## config.mk

```make
export PLATFORM = sky130hd
export DESIGN_NAME = sd_cmd_engine
export DESIGN_NICKNAME = d
export VERILOG_FILES = /design/src/rtl/sd_cmd_pkg.sv /design/src/rtl/sd_poll_counter.sv /design/src/rtl/sd_frame_builder.sv /design/src/rtl/sd_cmd_engine.sv
export SDC_FILE = /design/constraint.sdc
export NUM_CORES = 1
export LEC_CHECK = 0
export BUFFER_PORTS_ARGS = -buffer_cell sky130_fd_sc_hd__buf_4
export CAP_MARGIN = 5
export CORE_ASPECT_RATIO = 0.6
export CORE_MARGIN = 4
export CORE_UTILIZATION = 30
export DETAILED_ROUTE_END_ITERATION = 8
export GPL_TIMING_DRIVEN = 0
export PLACE_DENSITY = 0.57
export SYNTH_ARGS = -nofsm -noshare
export SYNTH_HDL_FRONTEND = slang
export SYNTH_HIERARCHICAL = 1
export SYNTH_SLANG_ARGS = --single-unit
```

## constraint.sdc

```tcl
create_clock -name clk -period 2.7 [get_ports clk]
set_clock_uncertainty 0.1 [all_clocks]
set_input_delay 0.135 -clock clk [delete_from_list [all_inputs] [get_ports clk]]
set_output_delay 0.135 -clock clk [all_outputs]
set_load 0.02 [all_outputs]
```

## src/rtl/sd_cmd_pkg.sv

```systemverilog
package sd_cmd_pkg;

  typedef enum logic [1:0] {ST_IDLE, ST_ISSUE, ST_WAIT} eng_state_t;
  typedef enum logic [1:0] {PH_FRAME, PH_POLL, PH_TRAIL} eng_phase_t;

  localparam int unsigned FRAME_BYTES = 6;
  localparam logic [7:0]  FILL_BYTE   = 8'hFF;

  // Select one byte of the command frame by position.
  function automatic logic [7:0] frame_byte(input logic [2:0]  pos,
                                            input logic [5:0]  idx,
                                            input logic [31:0] arg,
                                            input logic [7:0]  crc);
    logic [7:0] b;
    case (pos)
      3'd0:    b = {2'b01, idx};
      3'd1:    b = arg[31:24];
      3'd2:    b = arg[23:16];
      3'd3:    b = arg[15:8];
      3'd4:    b = arg[7:0];
      3'd5:    b = crc;
      default: b = FILL_BYTE;
    endcase
    return b;
  endfunction

  // A status byte is recognised by a clear top bit.
  function automatic logic is_status(input logic [7:0] b);
    return ~b[7];
  endfunction

endpackage

```

## src/rtl/sd_poll_counter.sv

```systemverilog
module sd_poll_counter #(
  parameter int unsigned LIMIT = 5000,
  parameter int unsigned CW    = 13
) (
  input  logic          clk,
  input  logic          rst_n,
  input  logic          clr,
  input  logic          inc,
  output logic [CW-1:0] count,
  output logic          last
);
  always_ff @(posedge clk) begin
    if (!rst_n)   count <= '0;
    else if (clr) count <= '0;
    else if (inc) count <= count + 1'b1;
  end

  // High while the poll now running is the final one in the budget.
  assign last = (count == CW'(LIMIT - 1));
endmodule

```

## src/rtl/sd_frame_builder.sv

```systemverilog
module sd_frame_builder
  import sd_cmd_pkg::*;
#(
  parameter logic [7:0] CRC_BYTE = 8'h95
) (
  input  eng_phase_t  phase,
  input  logic [2:0]  pos,
  input  logic [5:0]  idx,
  input  logic [31:0] arg,
  output logic [7:0]  tx_byte
);
  always_comb begin
    if (phase == PH_FRAME) tx_byte = frame_byte(pos, idx, arg, CRC_BYTE);
    else                   tx_byte = FILL_BYTE;
  end
endmodule

```

## src/rtl/sd_cmd_engine.sv

```systemverilog
module sd_cmd_engine
  import sd_cmd_pkg::*;
#(
  parameter int unsigned POLL_LIMIT = 5000,
  parameter logic [7:0]  CRC_BYTE   = 8'h95
) (
  input  logic        clk,
  input  logic        rst_n,
  input  logic        start,
  input  logic [5:0]  cmd_idx,
  input  logic [31:0] cmd_arg,
  output logic        busy,
  output logic        done,
  output logic [7:0]  resp,
  output logic        timeout,
  output logic        cs_n,
  output logic        spi_start,
  output logic [7:0]  spi_tx,
  input  logic        spi_done,
  input  logic [7:0]  spi_rx
);
  localparam int unsigned CNT_W    = $clog2(POLL_LIMIT + 1);
  localparam logic [2:0]  LAST_POS = 3'(FRAME_BYTES - 1);

  eng_state_t  state_q;
  eng_phase_t  phase_q;
  logic [2:0]  pos_q;
  logic [5:0]  idx_q;
  logic [31:0] arg_q;
  logic        cs_q, done_q, tout_q;
  logic [7:0]  resp_q;

  // Named events used by the logic and by the checker.
  logic             accept, xfer_end, in_poll, in_trail, reply_hit, give_up, poll_last;
  logic [CNT_W-1:0] poll_count;

  assign accept    = start && (state_q == ST_IDLE);
  assign xfer_end  = (state_q == ST_WAIT) && spi_done;
  assign in_poll   = (phase_q == PH_POLL);
  assign in_trail  = (phase_q == PH_TRAIL);
  assign reply_hit = xfer_end && in_poll && is_status(spi_rx);
  assign give_up   = xfer_end && in_poll && !is_status(spi_rx) && poll_last;

  sd_poll_counter #(.LIMIT(POLL_LIMIT), .CW(CNT_W)) u_poll (
    .clk   (clk),
    .rst_n (rst_n),
    .clr   (accept),
    .inc   (xfer_end && in_poll),
    .count (poll_count),
    .last  (poll_last)
  );

  sd_frame_builder #(.CRC_BYTE(CRC_BYTE)) u_frame (
    .phase   (phase_q),
    .pos     (pos_q),
    .idx     (idx_q),
    .arg     (arg_q),
    .tx_byte (spi_tx)
  );

  always_ff @(posedge clk) begin
    if (!rst_n) begin
      state_q <= ST_IDLE;
      phase_q <= PH_FRAME;
      pos_q   <= '0;
      idx_q   <= '0;
      arg_q   <= '0;
      cs_q    <= 1'b1;
      done_q  <= 1'b0;
      tout_q  <= 1'b0;
      resp_q  <= FILL_BYTE;
    end else begin
      done_q <= 1'b0;
      case (state_q)
        ST_IDLE: begin
          if (accept) begin
            idx_q   <= cmd_idx;
            arg_q   <= cmd_arg;
            phase_q <= PH_FRAME;
            pos_q   <= '0;
            cs_q    <= 1'b0;
            state_q <= ST_ISSUE;
          end
        end
        ST_ISSUE: state_q <= ST_WAIT;
        ST_WAIT: begin
          if (xfer_end) begin
            state_q <= ST_ISSUE;
            case (phase_q)
              PH_FRAME: begin
                if (pos_q == LAST_POS) phase_q <= PH_POLL;
                else                   pos_q   <= pos_q + 1'b1;
              end
              PH_POLL: begin
                if (reply_hit) begin
                  resp_q  <= spi_rx;
                  tout_q  <= 1'b0;
                  cs_q    <= 1'b1;
                  phase_q <= PH_TRAIL;
                end else if (give_up) begin
                  resp_q  <= FILL_BYTE;
                  tout_q  <= 1'b1;
                  cs_q    <= 1'b1;
                  phase_q <= PH_TRAIL;
                end
              end
              default: begin
                done_q  <= 1'b1;
                state_q <= ST_IDLE;
              end
            endcase
          end
        end
        default: state_q <= ST_IDLE;
      endcase
    end
  end

  assign busy      = (state_q != ST_IDLE);
  assign done      = done_q;
  assign resp      = resp_q;
  assign timeout   = tout_q;
  assign cs_n      = cs_q;
  assign spi_start = (state_q == ST_ISSUE);
endmodule

```

Word-level counts from Yosys, hierarchy flattened
Index checks and enable logic that the tools add are counted.
- input bits: 50
- word-level logic and storage cells: 81
- RAM bits: 0
- output and inout bits: 21
- latch bits: 0
- memories kept: 0
- register bits after elaboration: 69
- ROM bits: 0
- divide/modulo/power cells: 0
- bitwise gates (word level): 2
- multipliers: 0
- order comparisons: 0
- mux-type cells: 28
- add/sub/neg operators: 2
- shift-type cells: 0
- eq/ne operators: 18
- reductions and logical operators: 21
- operators by type and width (operator ; count):
    case mux 8 bit (6 select lines) ; 1
    two-way mux 8 bit ; 3
    two-way mux 2 bit ; 7
    adder 13 x 1 -> 13 bit (second input constant) ; 1
    equality test 13 bit (second input constant) ; 1
    two-way mux 3 bit ; 4
    AND reduction 5 bit ; 2
    two-way mux 1 bit ; 8
    inequality test 2 bit (second input constant) ; 4
    case mux 2 bit (2 select lines) ; 2
    equality test 3 x 2 -> 1 bit (second input constant) ; 2
    equality test 3 bit (second input constant) ; 2
    logical AND 1 bit ; 6
    inequality test 3 bit (second input constant) ; 2
    case mux 2 bit (3 select lines) ; 1
    case mux 3 bit (2 select lines) ; 1
    AND reduction 6 bit ; 1
    nonzero test 2 bit ; 3
    equality test 2 x 1 -> 1 bit (second input constant) ; 2
    logical NOT 2 bit ; 2
    inequality test 4 bit (second input constant) ; 1
    AND reduction 2 bit ; 2
    AND reduction 4 bit ; 1
    OR reduction 2 bit ; 2
    9 further kinds ; 10

Logic depth before layout (Yosys ltp)
- depth in word-level cells: 10
- depth in mapped cells: 8
- gate-level depth less buffers: 6

Hierarchy
Netlist, hierarchy kept.
- by module, submodules not included (module ; times used ; area an instance (um2) ; sequential area each (um2) ; cells each):
    sd_cmd_engine ; 1 ; 2050.7 ; 1121.1 ; 239
    sd_poll_counter ; 1 ; 631.9 ; 260.2 ; 71
    sd_frame_builder ; 1 ; 473.0 ; 0.0 ; 53

Worst setup path before layout
No wires, ideal clock.
- path type: register -> register
- start: reg phase_q[1]
- end: reg u_poll.count[11]
- data required time: 2.529 ns
- cell stages (with the launch flop): 9
- setup slack: 0.755 ns
- buffers on the path: 2
- period minus slack after synthesis: 1.945 ns
- arrival: 1.774 ns
- library setup time: 0.071 ns
- path through: dfxtp_1 nor4bb_1 buf_2 nand2_1 inv_1 buf_2 nand4_2 or4_1 a21oi_1
- cells in the longest elaborated chain, start to end: 2
- RTL lines (item ; line ; RTL):
    from (decl) ; sd_cmd_engine.sv:26 ; eng_phase_t phase_q;
    from (signal assigned) ; sd_cmd_engine.sv:64 ; phase_q <= PH_FRAME;
    from (signal assigned) ; sd_cmd_engine.sv:79 ; phase_q <= PH_FRAME;
    from (signal assigned) ; sd_cmd_engine.sv:91 ; if (pos_q == LAST_POS) phase_q <= PH_POLL;
    equality test 2 x 1 -> 1 bit ; sd_cmd_engine.sv:39 ; assign in_poll = (phase_q == PH_POLL);
    logical AND 1 bit ; sd_cmd_engine.sv:48 ; .inc (xfer_end && in_poll),
    to (signal assigned) ; sd_poll_counter.sv:15 ; else if (inc) count <= count + 1'b1;
    to (decl) ; sd_poll_counter.sv:9 ; output logic [CW-1:0] count,
Every way passes these cells.
A chain may end at the register's enable or synchronous reset.

Worst setup path in the final report
- start: in spi_done
- end: reg u_poll.count[8]
- cells in the longest elaborated chain, start to end: 2
- RTL lines (item ; line ; RTL):
    from (decl) ; sd_cmd_engine.sv:19 ; input logic spi_done,
    logical AND 1 bit ; sd_cmd_engine.sv:38 ; assign xfer_end = (state_q == ST_WAIT) && spi_done;
    logical AND 1 bit ; sd_cmd_engine.sv:48 ;
Every way passes these cells.

==> impl_metrics.csv <==
group,metric,value,unit
setup_path,critPathSlowestCell,"dlygate4sd3_1",
finish,n_antenna_cell,0,
setup_path,critical_path_required,2.86,ns
placement,dp_hpwl,6560,microns
setup_path,r2r_setup_slack,0.44,ns
power_and_ir_drop,leakagePower,1.84,nW
clock_tree,cts_buffers,9,
floorplan,rows,28,
clock_tree,htreeDepth,3,
setup_path,crit_family,"buffers and inverters",
finish,area_delta_synth_final,45.8,%
placement,portBuffers,70,
drt,drt_iter0_drc,218,
clock_tree,cts_tree,"built",
grt,grt_pass1_vias,3011,
drt,drc,0,
clock_tree,clock_latency,0.34,ns
grt,antenna_found_initial,0,
grt,grt-busiest-layer,"met2",
timing,relSlewSlack,64.6,%
drt,postRouteAntennaNets,0,
power_and_ir_drop,peakVddDrop,0.000304,V
drt,drtPass1Iterations,6,
timing,finalCriticalPeriod,2.26,ns
placement,place_congestion,0.844,
floorplan,start_util,31.4,%
clock_tree,clkSlewWorstSetupHoldPaths,0.05,ns
grt,grt_first_pass_wirelength,14800,microns
finish,multiInputGateArea,0.00159,sq mm
yosys,synth_nets,416,
grt,grt.met3_usage,5.43,%
finish,drive_gt1_share,24.3,%
finish,final_nets,546,
yosys,avgSynthCellArea,8.69,sq um
setup_path,worstSetupPathType,"in2reg",
yosys,yosysWarningCount,6,
setup_path,timing.rr.start,"phase_q[1]",
clock_tree,root_buffer,"clkbuf_16",
timing,setup_viol,0,
floorplan,die_area,0.0123,sq mm
setup_path,cp_slowest_stage_delay,0.52,ns
yosys,ys_types,54,
finish,seq_area,0.00138,sq mm
setup_path,crit_buf_inv,5,
hold_path,min_to,"arg_q[25]",
setup_path,cp_max_fo,8,
timing,timing.final.crit_share,83.5,%
grt,grt-ovfl-total,0,
clock_tree,cts_resized,0,
setup_path,crit_arrival,2.41,ns
setup_path,crit_chain,"dlygate4sd3_1, buf_4, nor4bb_1, buf_2, nand2_1, inv_1, buf_2, nand3_1, or4_1, a21oi_1",
hold_path,min-delay-start,"arg_q[25]",
setup_path,ff2ff_path_depth,8,
timing,hold_violations,0,
grt,grt_use_met1,20.3,%
yosys,synth-edff-count,0,
timing,rsz0062_at_grt,"false",
floorplan,die_width,140,microns
clock_tree,clockBufferDepth,2,
finish,fillers,1024,
yosys,synth_area,0.00316,sq mm
grt,grt_max_degree,12,
yosys,ys_seq_area_share,43.8,%
yosys,synth-main-ff-cell,"dfxtp_1",
floorplan,core_area,0.0101,sq mm
flow_run,maxCapViolations,0,
power_and_ir_drop,p_total,0.00248,W
clock_tree,cts_sinks,69,
timing,fmax,443,MHz
run_status,status,"completed",
setup_path,worst_setup_path_end_kind,"register",
yosys,ys_async_sr_fraction,0,%
grt,use_met2,24.0,%
yosys,netlist_instances,363,
drt,vias,2977,
setup_path,startpoint_type,"input pin",
yosys,ys_seq_elements,69,
drt,postRouteWirelength,9140,microns
power_and_ir_drop,power_density,538,mW/mm^2
timing,drv_slew,0,
grt,grt_usage,15.5,%
hold_path,min_path_cells,2,
floorplan,die_h,87.4,microns
setup_path,crit_top_cell,"buf_2",
floorplan,num_io_pins,71,
setup_path,r2r-end,"u_poll/count[8]",
timing,setup-tns-final,0,ns
timing,tightest_slew,0.531,ns
hold_path,hp-class,"reg2reg",
drt,via_per_inst,4.71,
drt,avgRoutedWirePerCell,14.5,microns
[sequential cells by signal, summed over array words and instances (netlist names)]
signal and flops:
arg_q 32, cs_n 1, done 1, idx_q 6, phase_q 2, pos_q 3, resp 8, state_q 2
timeout 1, u_poll/count 13
[how the worst max path moves through the flow]
| stage | depth (start not counted) | endpoint | from | slack (ns) |
|---|---|---|---|---|
| floorplan | 8 | u_poll/count[11] | phase_q[1] | 0.76 |
| global placement | 8 | u_poll/count[11] | phase_q[1] | 0.48 |
| detailed placement | 8 | u_poll/count[9] | phase_q[1] | 0.46 |
| CTS | 8 | u_poll/count[9] | phase_q[1] | 0.46 |
| global route | 8 | u_poll/count[11] | phase_q[1] | 0.25 |
| finish | 10 | u_poll/count[8] | spi_done | 0.44 |
[worst register-to-register path: cells and delay by family (launching register included)]
family | cells | cell delay, ns
DFF | 1 | 0.41
and+or+nand+nor | 4 | 1.04
buffers and inverters | 3 | 0.47
AOI/OAI and AO/OA | 1 | 0.15
[where the power goes]
part	switching (W)	internal, W
clock network	0.000412	0.000638
logic	0.000163	0.000175
registers	0.0000277	0.00106
[per-layer routing]
metal	routed length [microns]	vias up
met5	0	-
met4	56	0
met3	536	10
met2	3980	82
met1	4570	1347
li1	-	1538
[kinds of logic (layout without fill, tap and decap cells)]
family	Yosys count	after routing	share of synthesized area (%)
simple gates	144	144	22.8
compound gates	96	96	20.5
flops	69	69	43.8
buf+inv	33	167	5.83
mux	14	14	4.84
xor+xnor	4	4	1.11
fa+ha+maj	3	3	1.19
[cell type report]
class / instances / area share (%)
Sequential cell: 69 / 30.0
Clock inverter: 2 / 0.218
Timing Repair Buffer: 119 / 22.1
Tap cell: 135 / 3.67
Multi-Input combinational cell: 261 / 34.6
Clock buffer: 13 / 5.44
Buffer: 24 / 3.24
Inverter: 9 / 0.761
[what timing repair did]
item	in CTS	in global routing
setup buffers	0	0
hold endpoints to repair	49	0
hold buffers	49	0
[through the flow]
step | utilization, % | std cells | hold slack, ns | setup slack (ns) | instance area [sq um]
after floorplan | - | 363 | 0.152 | 0.755 | 3160
after global placement | 38.3 | 568 | 0.240 | 0.484 | 3850
after detailed placement | 38.3 | 568 | 0.247 | 0.462 | 3850
after CTS | 45.8 | 632 | 0.355 | 0.459 | 4600
after global routing | 45.8 | 632 | 0.372 | 0.245 | 4600
final | 45.8 | 632 | 0.352 | 0.445 | 4600
[placed cells by master, fill, tap and decap left out, drive strengths merged, types with 4 or more instances in the layout]
cell type    count
nand2           83
or4              6
clkbuf          22
nand2b           5
a21oi           56
o221ai           4
o21ai            4
nand4            5
and3b            6
dlygate4sd3     49
mux2             7
buf             85
o31ai            5
mux2i            7
nand3            6
inv              8
nor2b            5
dfxtp           69
a32oi            4
nor2             9
o22a             7
o21a             4
[cell usage after synthesis, types with 5 or more instances]
library cell / n / area share, %
a21oi_1: 53 / 8.4
nor2b_1: 5 / 0.99
nand3_1: 6 / 0.95
dfxtp_1: 69 / 44
or4_1: 6 / 1.4
nand2_1: 83 / 9.9
o31ai_1: 5 / 1.2
buf_2: 10 / 1.6
o22a_1: 7 / 1.9
and3b_1: 6 / 1.7
mux2i_1: 7 / 2.2
inv_1: 6 / 0.71
nor2_1: 9 / 1.1
clkbuf_1: 9 / 1.1
nand2b_1: 5 / 0.99
mux2_2: 6 / 2.1
Note: power is estimated with default switching activity, not from simulation.
